### config.mk
export PLATFORM = sky130hd
export DESIGN_NAME = adc_ramp_ctrl
export DESIGN_NICKNAME = d
export VERILOG_FILES = /design/src/rtl/adc_ramp_pkg.sv /design/src/rtl/adc_cmp_sync.sv /design/src/rtl/adc_ramp_counter.sv /design/src/rtl/adc_ramp_fsm.sv /design/src/rtl/adc_ramp_ctrl.sv
export SDC_FILE = /design/constraint.sdc
export NUM_CORES = 1
export LEC_CHECK = 0
export ABC_CLOCK_PERIOD_IN_PS = 2500
export BUFFER_PORTS_ARGS = -buffer_cell sky130_fd_sc_hd__clkbuf_2
export CORE_MARGIN = 10
export CORE_UTILIZATION = 50
export CTS_BUF_LIST = sky130_fd_sc_hd__clkbuf_8
export CTS_CLUSTER_SIZE = 14
export DETAILED_ROUTE_END_ITERATION = 10
export PLACE_DENSITY = 0.8
export SYNTH_ARGS = -nofsm -noshare
export SYNTH_HDL_FRONTEND = slang
export SYNTH_SLANG_ARGS = --single-unit
### constraint.sdc
create_clock -name clk -period 2.5 [get_ports clk]
set_input_delay 0 -clock clk [delete_from_list [all_inputs] [get_ports clk]]
set_output_delay 0 -clock clk [all_outputs]
set_load 0.01 [all_outputs]
### src/rtl/adc_ramp_pkg.sv
package adc_ramp_pkg;

    typedef enum logic [2:0] {
        ST_IDLE   = 3'd0,
        ST_SAMPLE = 3'd1,
        ST_HOLD   = 3'd2,
        ST_RAMP   = 3'd3,
        ST_DONE   = 3'd4
    } conv_state_t;

endpackage

### src/rtl/adc_cmp_sync.sv
module adc_cmp_sync #(
    parameter int STAGES = 2
) (
    input  logic clk,
    input  logic rst_n,
    input  logic d_i,
    output logic q_o
);

    logic [STAGES-1:0] chain;

    for (genvar g = 0; g < STAGES; g++) begin : g_stage
        if (g == 0) begin : g_first
            always_ff @(posedge clk or negedge rst_n) begin
                if (!rst_n) chain[g] <= 1'b0;
                else        chain[g] <= d_i;
            end
        end else begin : g_next
            always_ff @(posedge clk or negedge rst_n) begin
                if (!rst_n) chain[g] <= 1'b0;
                else        chain[g] <= chain[g-1];
            end
        end
    end

    assign q_o = chain[STAGES-1];

endmodule

### src/rtl/adc_ramp_counter.sv
module adc_ramp_counter #(
    parameter int WIDTH = 8,
    parameter int CW    = 9
) (
    input  logic             clk,
    input  logic             rst_n,
    input  logic             run_i,
    output logic [CW-1:0]    cnt_o,
    output logic [WIDTH-1:0] dac_code_o
);

    localparam logic [CW-1:0]    TOP_C   = CW'((1 << WIDTH) - 1);
    localparam logic [WIDTH-1:0] ALL_ONE = {WIDTH{1'b1}};

    logic [CW-1:0] cnt_q;

    always_ff @(posedge clk or negedge rst_n) begin
        if (!rst_n)     cnt_q <= '0;
        else if (run_i) cnt_q <= cnt_q + 1'b1;
        else            cnt_q <= '0;
    end

    always_comb begin
        if (!run_i)              dac_code_o = '0;
        else if (cnt_q >= TOP_C) dac_code_o = ALL_ONE;
        else                     dac_code_o = cnt_q[WIDTH-1:0];
    end

    assign cnt_o = cnt_q;

    // consecutive ramp cycles step the DAC by one until all-ones
    a_r4_dac_step: assert property (@(posedge clk) disable iff (!rst_n)
        (run_i && $past(run_i) && $past(dac_code_o) != ALL_ONE)
            |-> dac_code_o == $past(dac_code_o) + 1'b1);

    // once saturated the code does not wrap while the ramp runs
    a_r4_dac_sat: assert property (@(posedge clk) disable iff (!rst_n)
        (run_i && $past(run_i) && $past(dac_code_o) == ALL_ONE)
            |-> dac_code_o == ALL_ONE);

endmodule

### src/rtl/adc_ramp_fsm.sv
module adc_ramp_fsm
    import adc_ramp_pkg::*;
#(
    parameter int WIDTH       = 8,
    parameter int SAMPLE_CLKS = 4,
    parameter int SYNC_STAGES = 2,
    parameter int CW          = 9
) (
    input  logic             clk,
    input  logic             rst_n,
    input  logic             start_i,
    input  logic             cmp_s_i,
    input  logic [CW-1:0]    ramp_cnt_i,
    output logic             run_o,
    output logic             sample_o,
    output logic             hold_o,
    output logic             busy_o,
    output logic             done_o,
    output logic             pwm_o,
    output logic [WIDTH-1:0] result_o
);

    localparam int            SW       = (SAMPLE_CLKS > 1) ? $clog2(SAMPLE_CLKS) : 1;
    localparam logic [SW-1:0] SMP_LAST = SW'(SAMPLE_CLKS - 1);
    localparam logic [CW-1:0] SYNC_C   = CW'(SYNC_STAGES);
    localparam logic [CW-1:0] TOP_C    = CW'((1 << WIDTH) - 1);

    conv_state_t      state_q, state_d;
    logic [SW-1:0]    smp_q;
    logic [WIDTH-1:0] result_q;
    logic [CW-1:0]    code_seen;
    logic             ramp_valid;
    logic             ramp_end;

    // the comparator level now visible was produced SYNC_STAGES codes ago
    assign code_seen  = ramp_cnt_i - SYNC_C;
    assign ramp_valid = (state_q == ST_RAMP) && (ramp_cnt_i >= SYNC_C);
    assign ramp_end   = ramp_valid && (!cmp_s_i || code_seen == TOP_C);

    // state register
    always_ff @(posedge clk or negedge rst_n) begin
        if (!rst_n) state_q <= ST_IDLE;
        else        state_q <= state_d;
    end

    // transitions
    always_comb begin
        state_d = state_q;
        unique case (state_q)
            ST_IDLE:   if (start_i)            state_d = ST_SAMPLE;
            ST_SAMPLE: if (smp_q == SMP_LAST)  state_d = ST_HOLD;
            ST_HOLD:                           state_d = ST_RAMP;
            ST_RAMP:   if (ramp_end)           state_d = ST_DONE;
            ST_DONE:                           state_d = ST_IDLE;
            default:                           state_d = ST_IDLE;
        endcase
    end

    // sampling window length
    always_ff @(posedge clk or negedge rst_n) begin
        if (!rst_n)                  smp_q <= '0;
        else if (state_q != ST_SAMPLE) smp_q <= '0;
        else                         smp_q <= smp_q + 1'b1;
    end

    // result capture on ramp end only
    always_ff @(posedge clk or negedge rst_n) begin
        if (!rst_n)        result_q <= '0;
        else if (ramp_end) result_q <= code_seen[WIDTH-1:0];
    end

    // outputs
    always_comb begin
        run_o    = 1'b0;
        sample_o = 1'b0;
        hold_o   = 1'b0;
        busy_o   = 1'b1;
        done_o   = 1'b0;
        pwm_o    = 1'b0;
        unique case (state_q)
            ST_IDLE:   busy_o   = 1'b0;
            ST_SAMPLE: sample_o = 1'b1;
            ST_HOLD:   hold_o   = 1'b1;
            ST_RAMP: begin
                hold_o = 1'b1;
                run_o  = 1'b1;
                pwm_o  = ramp_valid && cmp_s_i;
            end
            ST_DONE:   done_o   = 1'b1;
            default:   busy_o   = 1'b0;
        endcase
    end

    assign result_o = result_q;

    // done never lasts two cycles
    a_r8_done_single: assert property (@(posedge clk) disable iff (!rst_n)
        done_o |=> !done_o);

    // sampling and holding are mutually exclusive
    a_r3_no_overlap: assert property (@(posedge clk) disable iff (!rst_n)
        !(sample_o && hold_o));

    // the result register moves only into the done cycle
    a_r10_result_stable: assert property (@(posedge clk) disable iff (!rst_n)
        !$stable(result_q) |-> state_q == ST_DONE);

    // a start during the ramp does not restart sampling
    a_r9_start_ignored: assert property (@(posedge clk) disable iff (!rst_n)
        (state_q == ST_RAMP && start_i) |=> state_q != ST_SAMPLE);

    // hold follows directly on the end of sampling
    a_r3_hold_after_sample: assert property (@(posedge clk) disable iff (!rst_n)
        $fell(sample_o) |-> hold_o);

endmodule

### src/rtl/adc_ramp_ctrl.sv
module adc_ramp_ctrl #(
    parameter int WIDTH       = 8,
    parameter int SAMPLE_CLKS = 4,
    parameter int SYNC_STAGES = 2
) (
    input  logic             clk,
    input  logic             rst_n,
    input  logic             start_i,
    input  logic             cmp_i,
    output logic [WIDTH-1:0] dac_code_o,
    output logic             sample_o,
    output logic             hold_o,
    output logic             busy_o,
    output logic             done_o,
    output logic [WIDTH-1:0] result_o,
    output logic             pwm_o
);

    localparam int CW = $clog2((1 << WIDTH) + SYNC_STAGES + 1);

    logic          cmp_s;
    logic          run;
    logic [CW-1:0] ramp_cnt;

    adc_cmp_sync #(
        .STAGES (SYNC_STAGES)
    ) u_sync (
        .clk   (clk),
        .rst_n (rst_n),
        .d_i   (cmp_i),
        .q_o   (cmp_s)
    );

    adc_ramp_counter #(
        .WIDTH (WIDTH),
        .CW    (CW)
    ) u_cnt (
        .clk        (clk),
        .rst_n      (rst_n),
        .run_i      (run),
        .cnt_o      (ramp_cnt),
        .dac_code_o (dac_code_o)
    );

    adc_ramp_fsm #(
        .WIDTH       (WIDTH),
        .SAMPLE_CLKS (SAMPLE_CLKS),
        .SYNC_STAGES (SYNC_STAGES),
        .CW          (CW)
    ) u_fsm (
        .clk        (clk),
        .rst_n      (rst_n),
        .start_i    (start_i),
        .cmp_s_i    (cmp_s),
        .ramp_cnt_i (ramp_cnt),
        .run_o      (run),
        .sample_o   (sample_o),
        .hold_o     (hold_o),
        .busy_o     (busy_o),
        .done_o     (done_o),
        .pwm_o      (pwm_o),
        .result_o   (result_o)
    );

    // the DAC rests at zero whenever the input is not frozen
    a_r4_dac_rest: assert property (@(posedge clk) disable iff (!rst_n)
        !hold_o |-> dac_code_o == '0);

    // the pulse output only appears while the sample is held
    a_r7_pwm_in_hold: assert property (@(posedge clk) disable iff (!rst_n)
        pwm_o |-> hold_o);

    // busy covers every active phase
    a_r8_busy_cover: assert property (@(posedge clk) disable iff (!rst_n)
        (sample_o || hold_o || done_o) |-> busy_o);

endmodule

=== Word level (Yosys, flattened, before mapping) ===
Index checks and enable logic that the tools add are counted.

* Register bits after elaboration: 24
* Input port bits: 4
* Output and inout bits: 21
* Word-level logic and storage cells: 44

* Add/subtract/negate cells: 3
* Magnitude comparators: 2
* Equality and inequality tests: 10
* Muxes and demuxes: 14
* Reductions and logical operators: 9

{| class="wikitable"
|+ Operator list
! operator !! count
|-
| $mux 8 || 2
|-
| $pmux 3 s4 || 1
|-
| $add 9x1->9 const B || 1
|-
| $eq 9x8->1 const B || 1
|-
| $ge 9x2->1 const B || 1
|-
| $ge 9x8->1 const B || 1
|-
| $mux 3 || 3
|-
| $mux 9 || 1
|-
| $sub 9x2->9 const B || 1
|-
| $eq 3x2->1 const B || 2
|-
| $mux 1 || 6
|-
| $ne 2x1->1 const B || 2
|-
| $reduce_or 4->1 || 1
|-
| $eq 3x1->1 const B || 1
|-
| $eq 3x3->1 const B || 1
|-
| $logic_and 1x1->1 || 3
|-
| $logic_not 3->1 || 1
|-
| $ne 3x1->1 const B || 1
|-
| $reduce_and 3->1 || 1
|-
| $add 2x1->2 const B || 1
|-
| $eq 2x2->1 const B || 1
|-
| $mux 2 || 1
|-
| $ne 2x2->1 const B || 1
|-
| $reduce_or 2->1 || 1
|-
| 2 further kinds || 2
|}

=== Longest topological paths before layout ===
* Depth after elaboration: 6
* Depth in mapped cells: 10
* Depth with buffers taken out: 9

=== Hierarchy ===
From an unflattened synthesis, not the netlist that was laid out.

* Cells, all modules: 123
* Area, all modules: 1327.5 um^2

{| class="wikitable"
|+ By module, submodules not included
! module !! instances !! cells an instance !! area each (um^2) !! sequential area each (um^2)
|-
| adc_ramp_fsm || 1 || 71 || 769.5 || 325.3
|-
| adc_ramp_counter || 1 || 50 || 508.0 || 225.2
|-
| adc_cmp_sync || 1 || 2 || 50.0 || 50.0
|}

=== Worst setup path after synthesis ===
OpenSTA, ideal clock, no wires.

* Path type: reg2reg
* Start point: reg u_cnt.cnt_q[4], in the netlist u_cnt.cnt_o[4]
* End point: reg u_fsm.result_q[6], in the netlist u_fsm.result_o[6]
* Library setup time: 0.082 ns
* Arrival: 2.296 ns
* Data required time: 2.418 ns
* Setup slack: 0.122 ns
* Cell stages (with the launch flop): 8
* Path buffers: 2
* Period minus slack after synthesis: 2.378 ns
* Cells stage by stage: dfrtp_1 > buf_6 > or3_1 > clkbuf_2 > or4_4 > a211o_4 > or3_1 > a31oi_1

* Longest elaborated chain between the ends: 4
* Elaborated cells on any way between the ends: 6
* Classes of those cells: 1 x add/sub; 1 x order compare; 1 x eq/ne; 3 x reduce/logical

{| class="wikitable"
|+ Ends and longest elaborated chain
! item !! RTL line !! source
|-
| start: declaration || adc_ramp_counter.sv:15 || <nowiki>logic [CW-1:0] cnt_q;</nowiki>
|-
| start signal: assignment || adc_ramp_counter.sv:19 || <nowiki>else if (run_i) cnt_q <= cnt_q + 1'b1;</nowiki>
|-
| $sub 9x2->9 || adc_ramp_fsm.sv:36 || <nowiki>assign code_seen = ramp_cnt_i - SYNC_C;</nowiki>
|-
| $eq 9x8->1 || adc_ramp_fsm.sv:38 || <nowiki>assign ramp_end = ramp_valid && (!cmp_s_i || code_seen == TOP_C);</nowiki>
|-
| $logic_or 1x1->1 || adc_ramp_fsm.sv:38 ||
|-
| $logic_and 1x1->1 || adc_ramp_fsm.sv:38 ||
|-
| end signal: assignment || adc_ramp_fsm.sv:69 || <nowiki>else if (ramp_end) result_q <= code_seen[WIDTH-1:0];</nowiki>
|-
| end: declaration || adc_ramp_fsm.sv:30 || <nowiki>logic [WIDTH-1:0] result_q;</nowiki>
|}

Parallel ways exist; a longest one is shown, timed or not.
A chain may end at the register's enable or synchronous reset.

=== Worst setup path in the final report ===
* Start point: reg u_cnt.cnt_q[1], in the netlist u_cnt.cnt_o[1]
* End point: out dac_code_o[2]

* Longest elaborated chain between the ends: 3

{| class="wikitable"
|+ Ends and longest elaborated chain
! item !! RTL line !! source
|-
| $ge 9x8->1 || adc_ramp_counter.sv:25 || <nowiki>else if (cnt_q >= TOP_C) dac_code_o = ALL_ONE;</nowiki>
|-
| $mux 8 || adc_ramp_counter.sv:25 ||
|-
| $mux 8 || adc_ramp_counter.sv:24 || <nowiki>if (!run_i) dac_code_o = '0;</nowiki>
|-
| end: declaration || adc_ramp_ctrl.sv:10 || <nowiki>output logic [WIDTH-1:0] dac_code_o,</nowiki>
|}

No other way between the ends.

==> results.txt <==
The flow ran to the end, and the final reports show no timing, DRC or antenna violations. The worst hold path was traced through 5 stages. The number of H-tree levels was 1.

The clock transition at the registers of the reported paths works out to 90 ps. Sequential cells were found to cover 38.5% of the synthesized design area. Between clock sinks in the finished design, the worst skew comes to 2.69 ps. Area of the placeable core: 3030 sq um. Clock tree synthesis selected as its root buffer the cell clkbuf_8. CTS saw 24 sinks.

The number of failing hold endpoints at the final stage is 0, and the die span in y is 75.9 microns. The clock buffer count from CTS came out at 3. The final global-route overflow total is 0, and the final period utilization is 90.1%. For the worst setup path, the data required time is 2500 ps. The headroom to the max-slew limit was 53.5%; the number of cells on the worst reg-to-reg path was 5. The worst setup path is captured at an output port.

Most frequent standard cell in the layout excluding fill and tap cells: nor2_1. Setup repair after global routing left no endpoint under its margin. The half-perimeter wire length after placement is 2530 microns, and the number of antenna violations at the first check in global routing is 0. In this run the critical register-to-register path is captured at u_fsm.result_o[0]$_DFFE_PN0P_. The logs give 1.94 mW for the overall power and 4.04% for the met3 track utilization from global routing. The via density per instance was 5.47; the fmax was 0.444 GHz. The tools report the count of nets left with antenna violations after detail routing as 0. In this run the most critical hold path is launched from start_i. In this run, the number of DRC markers left after iteration 0 of detailed routing was 157. A synthesized cell averages 8.67 sq um. The initial utilization of the core area, before any placement, comes to 51.6%.

The tools report the number of global-route vias before repair as 1244. By startpoint and endpoint, the worst setup path is classified as flip-flop to output port. Among all flip-flop cells after synthesis, the most frequent one is dfrtp_1. The share of layout cells above drive strength 1 came out at 20.4%. The tightest min-delay check is of the primary input to flip-flop type. The floorplan step defined a die boundary enclosing 5760 sq um.

The global-route total usage across every layer is 12.9%. For the later-pin clock latency in the skew report, the log shows 270 ps. In this run the power density over the cells is 1060 nW/um^2.

The tools report the net count reported at finish as 218. In the layout the commonest cells are 30 x nor2_1, 24 x clkbuf_2, 24 x dfrtp_1. TritonCTS built the clock tree.

The most common cell type on the critical path is nor2_1. The run gives 38 as the post-synthesis cell type count. The analysis attributes to cell leakage a power of 0.812 nW.

The count of state elements after synthesis is 24, and the data arrival time of the critical path is 2250 ps. The number of max-slew violations in the final report came out at 0. In the synthesized netlist the async set-or-reset flop fraction comes to 100%. The signal on the critical path passes through buf_4 > ha_1 > and3_2 > nand2_1 > nor2_1 > ha_1 > or2_4 > o21bai_1 > nor2_1 > nor2_1 > clkbuf_2.

The tools report the post-synth net total as 191. The largest stage delay on the critical path is 380 ps, and the antenna diode count is 0. Slowest cell on the critical path: dfrtp_1. Yosys mapped a number of flops with a built-in enable equal to 0. For the met1 capacity usage during global routing, the log shows 17.2%. Dividing the detail-routed wire length by the instance count gives 13.7 microns. The die width was 75.9 microns; the post-synthesis to final-layout area growth was 16.8%. The setup violation total in the final timing report came out at 0.

The worst-case vdd ir drop is 531 uV. The met2 capacity usage during global routing came out at 20.0%. The layer with the highest usage was met2. The number of buffers added on ports is 24. The first-pass iteration count of the detailed router came out at 4. Once layout is complete, the utilization of the core stands at 60.2%. Entering global routing, the biggest net connects 25 pins. Summed over all failing endpoints, the final setup total negative slack is 0 ps. The logs give 5890 microns for the global-route wire length before repair and 0 for the total setup buffers inserted after CTS.

The I/O pin count is 25. The final layout contains routed wiring with a total length of 3430 microns. The worst register-to-register path begins at u_cnt.cnt_o[4]$_DFF_PN0_. In this run the deepest clock path goes through 2 buffers. The maximum fanout count along the critical path was 9. In this run the cell area measured after placement is 1750 sq um. The last weighted congestion value of the routability-driven placer was 0.877. The max-cap check violation count is 0, and the actual transition at the worst max-transition pin is 693 ps. In this run the register-to-register setup slack is 270 ps. The area of the mapped netlist is 1560 sq um, and the synthesized instance count is 180. The worst hold path terminates at u_fsm.state_q[0]$_DFFE_PN0P_. Summing all non-filler instances in the final layout gives an area of 1820 sq um. Yosys printed 0 warnings.

Summing over every cut layer, the via total after detailed routing is 1367. After floorplanning, the core was divided into 20 placement rows. Final critical delay including setup and external delays: 2250 ps. The worst setup path is launched from a flip-flop. In the routed design, unresolved DRC markers number 0.
==> cell type report <==
| cell class | count | area (sq um) |
|---|---|---|
| multi-input combinational | 136 | 871 |
| fill | 291 | 1200 |
| clock buffer | 4 | 55.1 |
| timing repair buffer | 34 | 213 |
| tap | 44 | 55.1 |
| sequential | 24 | 601 |
| inverter | 8 | 30.0 |
==> what timing repair did <==
action | 4_1_cts | 5_1_grt
endpoints found under the hold margin | 25 | 0
setup endpoints to repair | 0 | 2
hold buffers | 2 | 0
gates resized for setup | 0 | 2
==> through the flow <==
stage | cells | hold slack [ps] | setup slack [ps]
2_1_floorplan | 180 | -296 | 122
3_3_place_gp | 244 | 30.6 | 330
3_5_place_dp | 244 | 33.4 | 297
4_1_cts | 250 | 98.4 | 168
5_1_grt | 250 | 146 | 41.8
6_report | 250 | 97.5 | 248
==> power by group <==
group | internal, mW | switching, mW
clock | 0.141 | 0.129
combinational | 0.465 | 0.608
sequential | 0.502 | 0.0958
==> kinds of logic (layout without fill, tap and decap cells) <==
kind of cell | after synthesis | after routing | share of synthesized area [%]
AND/OR/NAND/NOR | 89 | 89 | 30.5
AO/OA/AOI/OAI | 30 | 30 | 13.8
flip-flops | 24 | 24 | 38.5
buffers and inverters | 20 | 46 | 6.01
XOR/XNOR | 10 | 10 | 5.61
adder cells (fa/ha/maj) | 7 | 7 | 5.61
==> sequential cells by signal, indices dropped and copies added (netlist names) <==
name,flops
u_sync.chain,1
u_sync.q_o,1
u_fsm.result_o,8
u_fsm.smp_q,2
u_fsm.state_q,3
u_cnt.cnt_o,9
==> critical path: cells and delay by family (launching register included) <==
kind                     cells  cell delay (ps)
buffers and inverters        2              320
flip-flops                   1              380
AND/OR/NAND/NOR              6              740
adder cells (fa/ha/maj)      2              370
AO/OA/AOI/OAI                1              170
==> synth_stat cells, types with 3 or more instances <==
library cell / instances / area [sq um]
clkbuf_1: 6 / 22.5
a221oi_1: 6 / 52.6
nand4_1: 3 / 18.8
xnor2_1: 8 / 70.1
nand4b_1: 4 / 35.0
a21oi_1: 5 / 25.0
or3_1: 5 / 31.3
nand2_1: 4 / 15.0
nand3_1: 9 / 45.0
o21ai_0: 10 / 50.1
inv_1: 8 / 30.0
dfrtp_1: 24 / 601
and2_1: 9 / 56.3
nor4_1: 3 / 18.8
nor3b_1: 3 / 22.5
nor2_1: 30 / 113
nor2b_1: 3 / 18.8
nor3_1: 7 / 35.0
ha_1: 7 / 87.6
==> worst max path at each step <==
stage                             startpoint                             to  slack, ps  cells past startpoint
CTS                 u_cnt.cnt_o[1]$_DFF_PN0_                  dac_code_o[2]        170                     11
global placement    u_cnt.cnt_o[2]$_DFF_PN0_  u_fsm.result_o[6]$_DFFE_PN0P_        330                      7
finish              u_cnt.cnt_o[1]$_DFF_PN0_                  dac_code_o[2]        250                     11
global route        u_cnt.cnt_o[1]$_DFF_PN0_                  dac_code_o[2]         40                     11
floorplan           u_cnt.cnt_o[4]$_DFF_PN0_  u_fsm.result_o[6]$_DFFE_PN0P_        120                      7
detailed placement  u_cnt.cnt_o[2]$_DFF_PN0_  u_fsm.result_o[6]$_DFFE_PN0P_        300                      7
==> layer usage <==
layer	part of all wire, %	routed length, microns	vias up
li1	-	-	687
met1	48	1640	637
met2	46	1570	41
met3	6.0	207	2
met4	0.52	18	0
met5	0	0	-
Note: power is estimated with default switching activity, not from simulation.
